### src/rtl/dtPkg.sv
package dtPkg;

  typedef enum logic [1:0] {
    DT_OFF   = 2'b00,
    DT_BREAK = 2'b01,
    DT_MAKE  = 2'b10,
    DT_SPARE = 2'b11
  } dtMode_t;

  typedef struct packed {
    logic load;
    logic dec;
  } dtStrobe_t;

endpackage

### src/rtl/dtControl.sv
module dtControl
  import dtPkg::*;
#(
  parameter int DW = 12
) (
  input  logic          clk,
  input  logic          rst_n,
  input  logic          pwmIn,
  input  logic [1:0]    modeSel,
  input  logic [DW-1:0] dtPrimary,
  input  logic [DW-1:0] dtAlternate,
  input  logic          centerAligned,
  input  logic [DW-1:0] cntVal,
  output dtStrobe_t     strobe,
  output logic [DW-1:0] loadValue,
  output logic          outHigh,
  output logic          outLow
);

  logic    pwmQ;
  logic    armed;
  logic    riseSeen;
  logic    fallSeen;
  logic    settled;
  logic    dtActive;
  logic    rawHigh;
  logic    rawLow;
  dtMode_t modeNow;

  assign modeNow = dtMode_t'(modeSel);

  // Registered raw level and a flag that holds the outputs off until the first clock after reset.
  always_ff @(posedge clk or negedge rst_n) begin
    if (!rst_n) begin
      pwmQ  <= 1'b0;
      armed <= 1'b0;
    end else begin
      pwmQ  <= pwmIn;
      armed <= 1'b1;
    end
  end

  assign riseSeen = pwmIn & ~pwmQ;
  assign fallSeen = ~pwmIn & pwmQ;
  assign settled  = (cntVal == '0);
  assign dtActive = (modeNow == DT_BREAK) || (modeNow == DT_MAKE);

  // The edge type picks the delay. Center alignment forces the alternate value for both edges.
  always_comb begin
    if (!dtActive) begin
      loadValue = '0;
    end else if (centerAligned) begin
      loadValue = dtAlternate;
    end else if (riseSeen) begin
      loadValue = dtPrimary;
    end else begin
      loadValue = dtAlternate;
    end
  end

  always_comb begin
    strobe.load = riseSeen | fallSeen;
    strobe.dec  = ~strobe.load & ~settled;
  end

  // Shape the output pair from the registered level and the counter state.
  always_comb begin
    case (modeNow)
      DT_BREAK: begin
        rawHigh = pwmQ & settled;
        rawLow  = ~pwmQ & settled;
      end
      DT_MAKE: begin
        rawHigh = pwmQ | ~settled;
        rawLow  = ~pwmQ | ~settled;
      end
      default: begin
        rawHigh = pwmQ;
        rawLow  = ~pwmQ;
      end
    endcase
  end

  assign outHigh = armed & rawHigh;
  assign outLow  = armed & rawLow;

endmodule

### src/rtl/dtDatapath.sv
module dtDatapath
  import dtPkg::*;
#(
  parameter int DW = 12
) (
  input  logic          clk,
  input  logic          rst_n,
  input  dtStrobe_t     strobe,
  input  logic [DW-1:0] loadValue,
  output logic [DW-1:0] cntVal
);

  localparam logic [DW-1:0] ONE = {{(DW-1){1'b0}}, 1'b1};

  always_ff @(posedge clk or negedge rst_n) begin
    if (!rst_n) begin
      cntVal <= '0;
    end else if (strobe.load) begin
      cntVal <= loadValue;
    end else if (strobe.dec) begin
      cntVal <= cntVal - ONE;
    end
  end

endmodule

### src/rtl/dtInserter.sv
module dtInserter
  import dtPkg::*;
#(
  parameter int DT_WIDTH = 12
) (
  input  logic                clk,
  input  logic                rst_n,
  input  logic                pwmIn,
  input  logic [1:0]          modeSel,
  input  logic [DT_WIDTH-1:0] dtPrimary,
  input  logic [DT_WIDTH-1:0] dtAlternate,
  input  logic                centerAligned,
  output logic                outHigh,
  output logic                outLow
);

  dtStrobe_t           strobe;
  logic [DT_WIDTH-1:0] loadValue;
  logic [DT_WIDTH-1:0] cntVal;

  dtControl #(.DW(DT_WIDTH)) ctrl (
    .clk(clk),
    .rst_n(rst_n),
    .pwmIn(pwmIn),
    .modeSel(modeSel),
    .dtPrimary(dtPrimary),
    .dtAlternate(dtAlternate),
    .centerAligned(centerAligned),
    .cntVal(cntVal),
    .strobe(strobe),
    .loadValue(loadValue),
    .outHigh(outHigh),
    .outLow(outLow)
  );

  dtDatapath #(.DW(DT_WIDTH)) dpath (
    .clk(clk),
    .rst_n(rst_n),
    .strobe(strobe),
    .loadValue(loadValue),
    .cntVal(cntVal)
  );

endmodule

### config.mk
export PLATFORM = sky130hd
export DESIGN_NAME = dtInserter
export DESIGN_NICKNAME = d
export VERILOG_FILES = /design/src/rtl/dtPkg.sv /design/src/rtl/dtControl.sv /design/src/rtl/dtDatapath.sv /design/src/rtl/dtInserter.sv
export SDC_FILE = /design/constraint.sdc
export NUM_CORES = 1
export LEC_CHECK = 0
export CAP_MARGIN = 40
export CORE_ASPECT_RATIO = 1.25
export CORE_UTILIZATION = 38
export DETAILED_ROUTE_END_ITERATION = 12
export PLACE_DENSITY_LB_ADDON = 0.15
export SLEW_MARGIN = 30
export SYNTH_ARGS = -nofsm -noshare
export SYNTH_HDL_FRONTEND = slang
export SYNTH_SLANG_ARGS = --single-unit
### constraint.sdc
create_clock -name clk -period 2.7 [get_ports clk]
set_clock_uncertainty 0.05 [all_clocks]
set_input_delay 0.405 -clock clk [delete_from_list [all_inputs] [get_ports clk]]
set_output_delay 0.405 -clock clk [all_outputs]
set_load 0.05 [all_outputs]
### Word-level counts from Yosys, hierarchy flattened

Cells that the tools add are included.

| storage, ports and cells | value |
|---|---|
| output and inout port bits | 2 |
| bits in registers | 14 |
| input bits | 30 |

| operators by class | value |
|---|---|
| bitwise gates (word level) | 14 |
| muxes and demuxes | 7 |
| equal/unequal tests | 2 |
| add/sub/neg operators | 1 |
| reduce and logical (&&, ||, !) cells | 3 |

Operator list:

| cell | count |
|---|---|
| $mux 12 | 5 |
| $logic_not 12->1 | 1 |
| $sub 12x1->12 const B | 1 |
| $and 1x1->1 | 7 |
| $not 1->1 | 4 |
| $pmux 1 s2 | 2 |
| $or 1x1->1 | 3 |
| $eq 2x1->1 const B | 1 |
| $eq 2x2->1 const B | 1 |
| $reduce_bool 2->1 | 1 |
| $logic_or 1x1->1 | 1 |

### Depth between registers and ports, before layout

| depth | value |
|---|---|
| depth in word-level cells | 7 |
| depth in mapped cells | 7 |

### By module

From an unflattened synthesis, not the netlist that was laid out.

| second synthesis, totals | value |
|---|---|
| cell total of the unflattened synthesis | 136 |
| area total of the unflattened synthesis | 1084.8 um2 |

Modules (own cells, without submodules):

| module | cells each | instances | seq. area each (um2) | area each (um2) |
|---|---|---|---|---|
| dtDatapath | 72 | 1 | 300.3 | 665.6 |
| dtControl | 64 | 1 | 50.0 | 419.2 |

### Least setup slack after synthesis

No wires, ideal clock.

| timing path | value |
|---|---|
| kind | reg-to-output |
| from | reg dpath.cntVal[4] |
| to | out outHigh |
| setup slack | -0.209 ns |
| stages on the path, launching flop included | 7 |
| data arrival time | 2.454 ns |
| path buffers | 2 |
| path through | dfrtp_1 > or4_4 > buf_6 > and4bb_1 > buf_6 > nand3_1 > a31oi_1 |

| between the ends | value |
|---|---|
| cells in the longest elaborated chain, start to end | 5 |
| elaborated cells between the ends (all ways) | 6 |
| classes of those cells | mux (1); bitwise (4); reduce/logical (1) |

RTL lines:

| what | line | text |
|---|---|---|
| start, declared | dtDatapath.sv:10 | `output logic [DW-1:0] cntVal` |
| start signal, assigned | dtDatapath.sv:19 | `cntVal <= loadValue;` |
| start signal, assigned | dtDatapath.sv:21 | `cntVal <= cntVal - ONE;` |
| $logic_not 12->1 (*) | dtControl.sv:45 | `assign settled = (cntVal == '0);` |
| $not 1->1 | dtControl.sv:74 | `rawHigh = pwmQ \| ~settled;` |
| $or 1x1->1 | dtControl.sv:74 |  |
| $pmux 1 s2 (*) | dtControl.sv:68 | `case (modeNow)` |
| $and 1x1->1 (*) | dtControl.sv:84 | `assign outHigh = armed & rawHigh;` |
| end, declared | dtInserter.sv:13 | `output logic outHigh,` |

Mark *: on every way between the ends. The rest lies on a longest branch, timed or not.

### Worst setup path after layout

| timing path | value |
|---|---|
| from | reg dpath.cntVal[4] |
| to | out outLow |

| between the ends | value |
|---|---|
| cells in the longest elaborated chain, start to end | 5 |
| elaborated cells between the ends (all ways) | 6 |
| classes of those cells | mux (1); bitwise (4); reduce/logical (1) |

RTL lines:

| what | line | text |
|---|---|---|
| $logic_not 12->1 (*) | dtControl.sv:45 |  |
| $not 1->1 | dtControl.sv:75 | `rawLow = ~pwmQ \| ~settled;` |
| $or 1x1->1 | dtControl.sv:75 |  |
| $pmux 1 s2 (*) | dtControl.sv:68 |  |
| $and 1x1->1 (*) | dtControl.sv:85 | `assign outLow = armed & rawLow;` |
| end, declared | dtInserter.sv:14 | `output logic outLow` |

Marks and branches as above.

==> impl_metrics.ini <==
[logic_synthesis]
synth_top_area_cell = dfrtp_1
yosysUniqueCellTypes = 40
ys_async_sr_fraction = 1.00
synth_top_area_frac = 0.339
ys_seq_elements = 14
synth_flop_cell = dfrtp_1
syn-num-nets = 144
netlist_top_cells_area = dfrtp_1 34%, mux2i_1 13%, ha_1 6.1%, o21ai_0 3.4%, o31a_1 3.4%
synth_edf_count = 0
synthCells = 109
avgSynthCellArea_um2 = 9.48
ys_seq_area_frac = 0.339
synthesis.area_um2 = 1030
synth_warnings = 0

[timing]
slew_violations = 0
timing_worst_slew_pin_value_ps = 657
finalCritPeriodShare = 0.967
max_freq_mhz = 383
relSlewSlack = 0.561
hold_viol = 0
setup_viol = 0
min_period_ps = 2610
finalWorstSetupSlack_ps = 90.3
rsz0062_at_grt = false
fin_setup_tns_ps = 0

[global_routing]
antenna_found_initial = 0
grt_pass1_vias = 966
overflow = 0
grt_use_total = 0.191
grt_max_degree = 15
grt_pass1_wl_um = 4230

[floorplanning]
dieWidth_um = 48.6
io_pins = 32
start_util = 0.413
dieHeight_um = 60.3
die_area_um2 = 2930
coreArea_um2 = 2500
row_count = 20

[layout]
final_common_cell = clkdlybuf4s50_1
multi_input_area_um2 = 644
nNetsFinal = 182
n_fill_cell = 230
mostFrequentLayoutCells = 29 x clkdlybuf4s50_1, 13 x mux2i_1, 12 x dfrtp_1
n_antenna_cell = 0
area_delta_synth_final_pct = 43.7
utilization = 0.594
seqCellArea_um2 = 353
drive_above_1_share = 0.186

[worst_setup_path]
arrival_ps = 2150
rr_startpoint = dpath.cntVal[4]
path_max_fanout = 5
end_kind = output pin
crit_type = reg2out
cp-start-kind = register
startpoint = dpath.cntVal[4]
crit_required_ps = 2250

[route]
final_antenna_net_count = 0
via_per_inst = 5.35
drtIter0Drc = 25
drt-pass1-iter-count = 4
wl_per_cell_um = 13.6
drc = 0
drt-total-wl_um = 2420
via_count = 952

[placed_design]
hpwlAfterDp_um = 1810
gp_congestion = 0.816
place_ws_ps = 82.6
port_buffers = 31

[outcome]
status = completed

[clocking]
clock_latency_ps = 280
cts.htree.levels = 1
root_buffer = clkbuf_4
cts-buffers-inserted = 3
hold_buffers = 0
clock_sinks = 14
cts.clk_slew.worst_paths_ps = 90
cts_tree = built
clock_path_buffers = 2

[power_and_ir_drop]
report.power.total_mw = 0.774
powerDensity_nw_per_um2 = 521
vdd_drop_max_uv = 324
cellLeakagePower_nw = 0.587

[job]
cap_violations = 0

[hold_path]
hp-class = in2async
metal layers:
metal / share of wire / up-vias / GRT usage
met5: 0 / - / 0
met4: 0.014 / 0 / 0.109
met3: 0.054 / 4 / 0.0433
met2: 0.51 / 34 / 0.349
met1: 0.42 / 434 / 0.206
li1: - / 480 / -
registers in the layout, summed over array words and instances (netlist names):
| name | cells |
|---|---|
| ctrl.armed | 1 |
| dpath.cntVal | 12 |
| ctrl.pwmQ | 1 |
layout make-up:
type	instances	share of cell area
multi-input combinational	81	0.434
timing repair buffer	40	0.268
sequential	14	0.238
tap	33	0.0278
inverter	7	0.0177
clock buffer	3	0.0152
stage by stage:
step	hold WS [ps]	instance area, um^2	instances
final	468	1490	178
after global routing	514	1490	178
after CTS	488	1440	173
after detailed placement	488	1410	170
after global placement	484	1410	170
after floorplan	59.4	1050	109
kinds of logic after synthesis:
logic type               synth area share
other                             0.00363
AO/OA/AOI/OAI                       0.191
buffers and inverters              0.0666
flip-flops                          0.339
AND/OR/NAND/NOR                     0.185
multiplexers                        0.137
XOR/XNOR                           0.0170
adder cells (fa/ha/maj)            0.0605
critical path, stage by stage, from the launching register on:
cell      delay, ps
dfrtp_2         430
or4_4           560
and4bb_2        370
nand3_1         100
a31oi_2         240
buf_12          170
path summary, 6_finish.rpt:
path                       slack (ps)         endpoint  cells past startpoint
hold reg to reg                   510  dpath.cntVal[1]                      1
setup / recovery                   90           outLow                      5
max in group asynchronous        1680  dpath.cntVal[5]                      1
setup reg to reg                  410  dpath.cntVal[1]                      5
min in group clk                  510  dpath.cntVal[1]                      1
hold / removal                    470  dpath.cntVal[3]                      1
cell usage after synthesis, types with 3 or more instances:
library cell,n
dfrtp_1,14
mux2i_1,13
inv_1,7
o21ai_0,7
ha_1,5
clkbuf_1,4
nor3_1,4
o21ai_1,4
o31a_1,4
o22ai_1,3
or2_2,3
or3_1,3
power breakdown:
part	switching (mW)	internal [mW]	leakage, nW
registers	0.0524	0.258	0.173
clock network	0.0700	0.0518	0.0138
logic	0.151	0.191	0.400
repair_timing:
action / in CTS / in global routing
gates resized for setup: 3 / 3
setup buffers: 0 / 5
endpoints found under the setup margin: 1 / 2
gates cloned: 0 / 0
pin swaps: 0 / 2
Power figures use the tool's default switching activity.
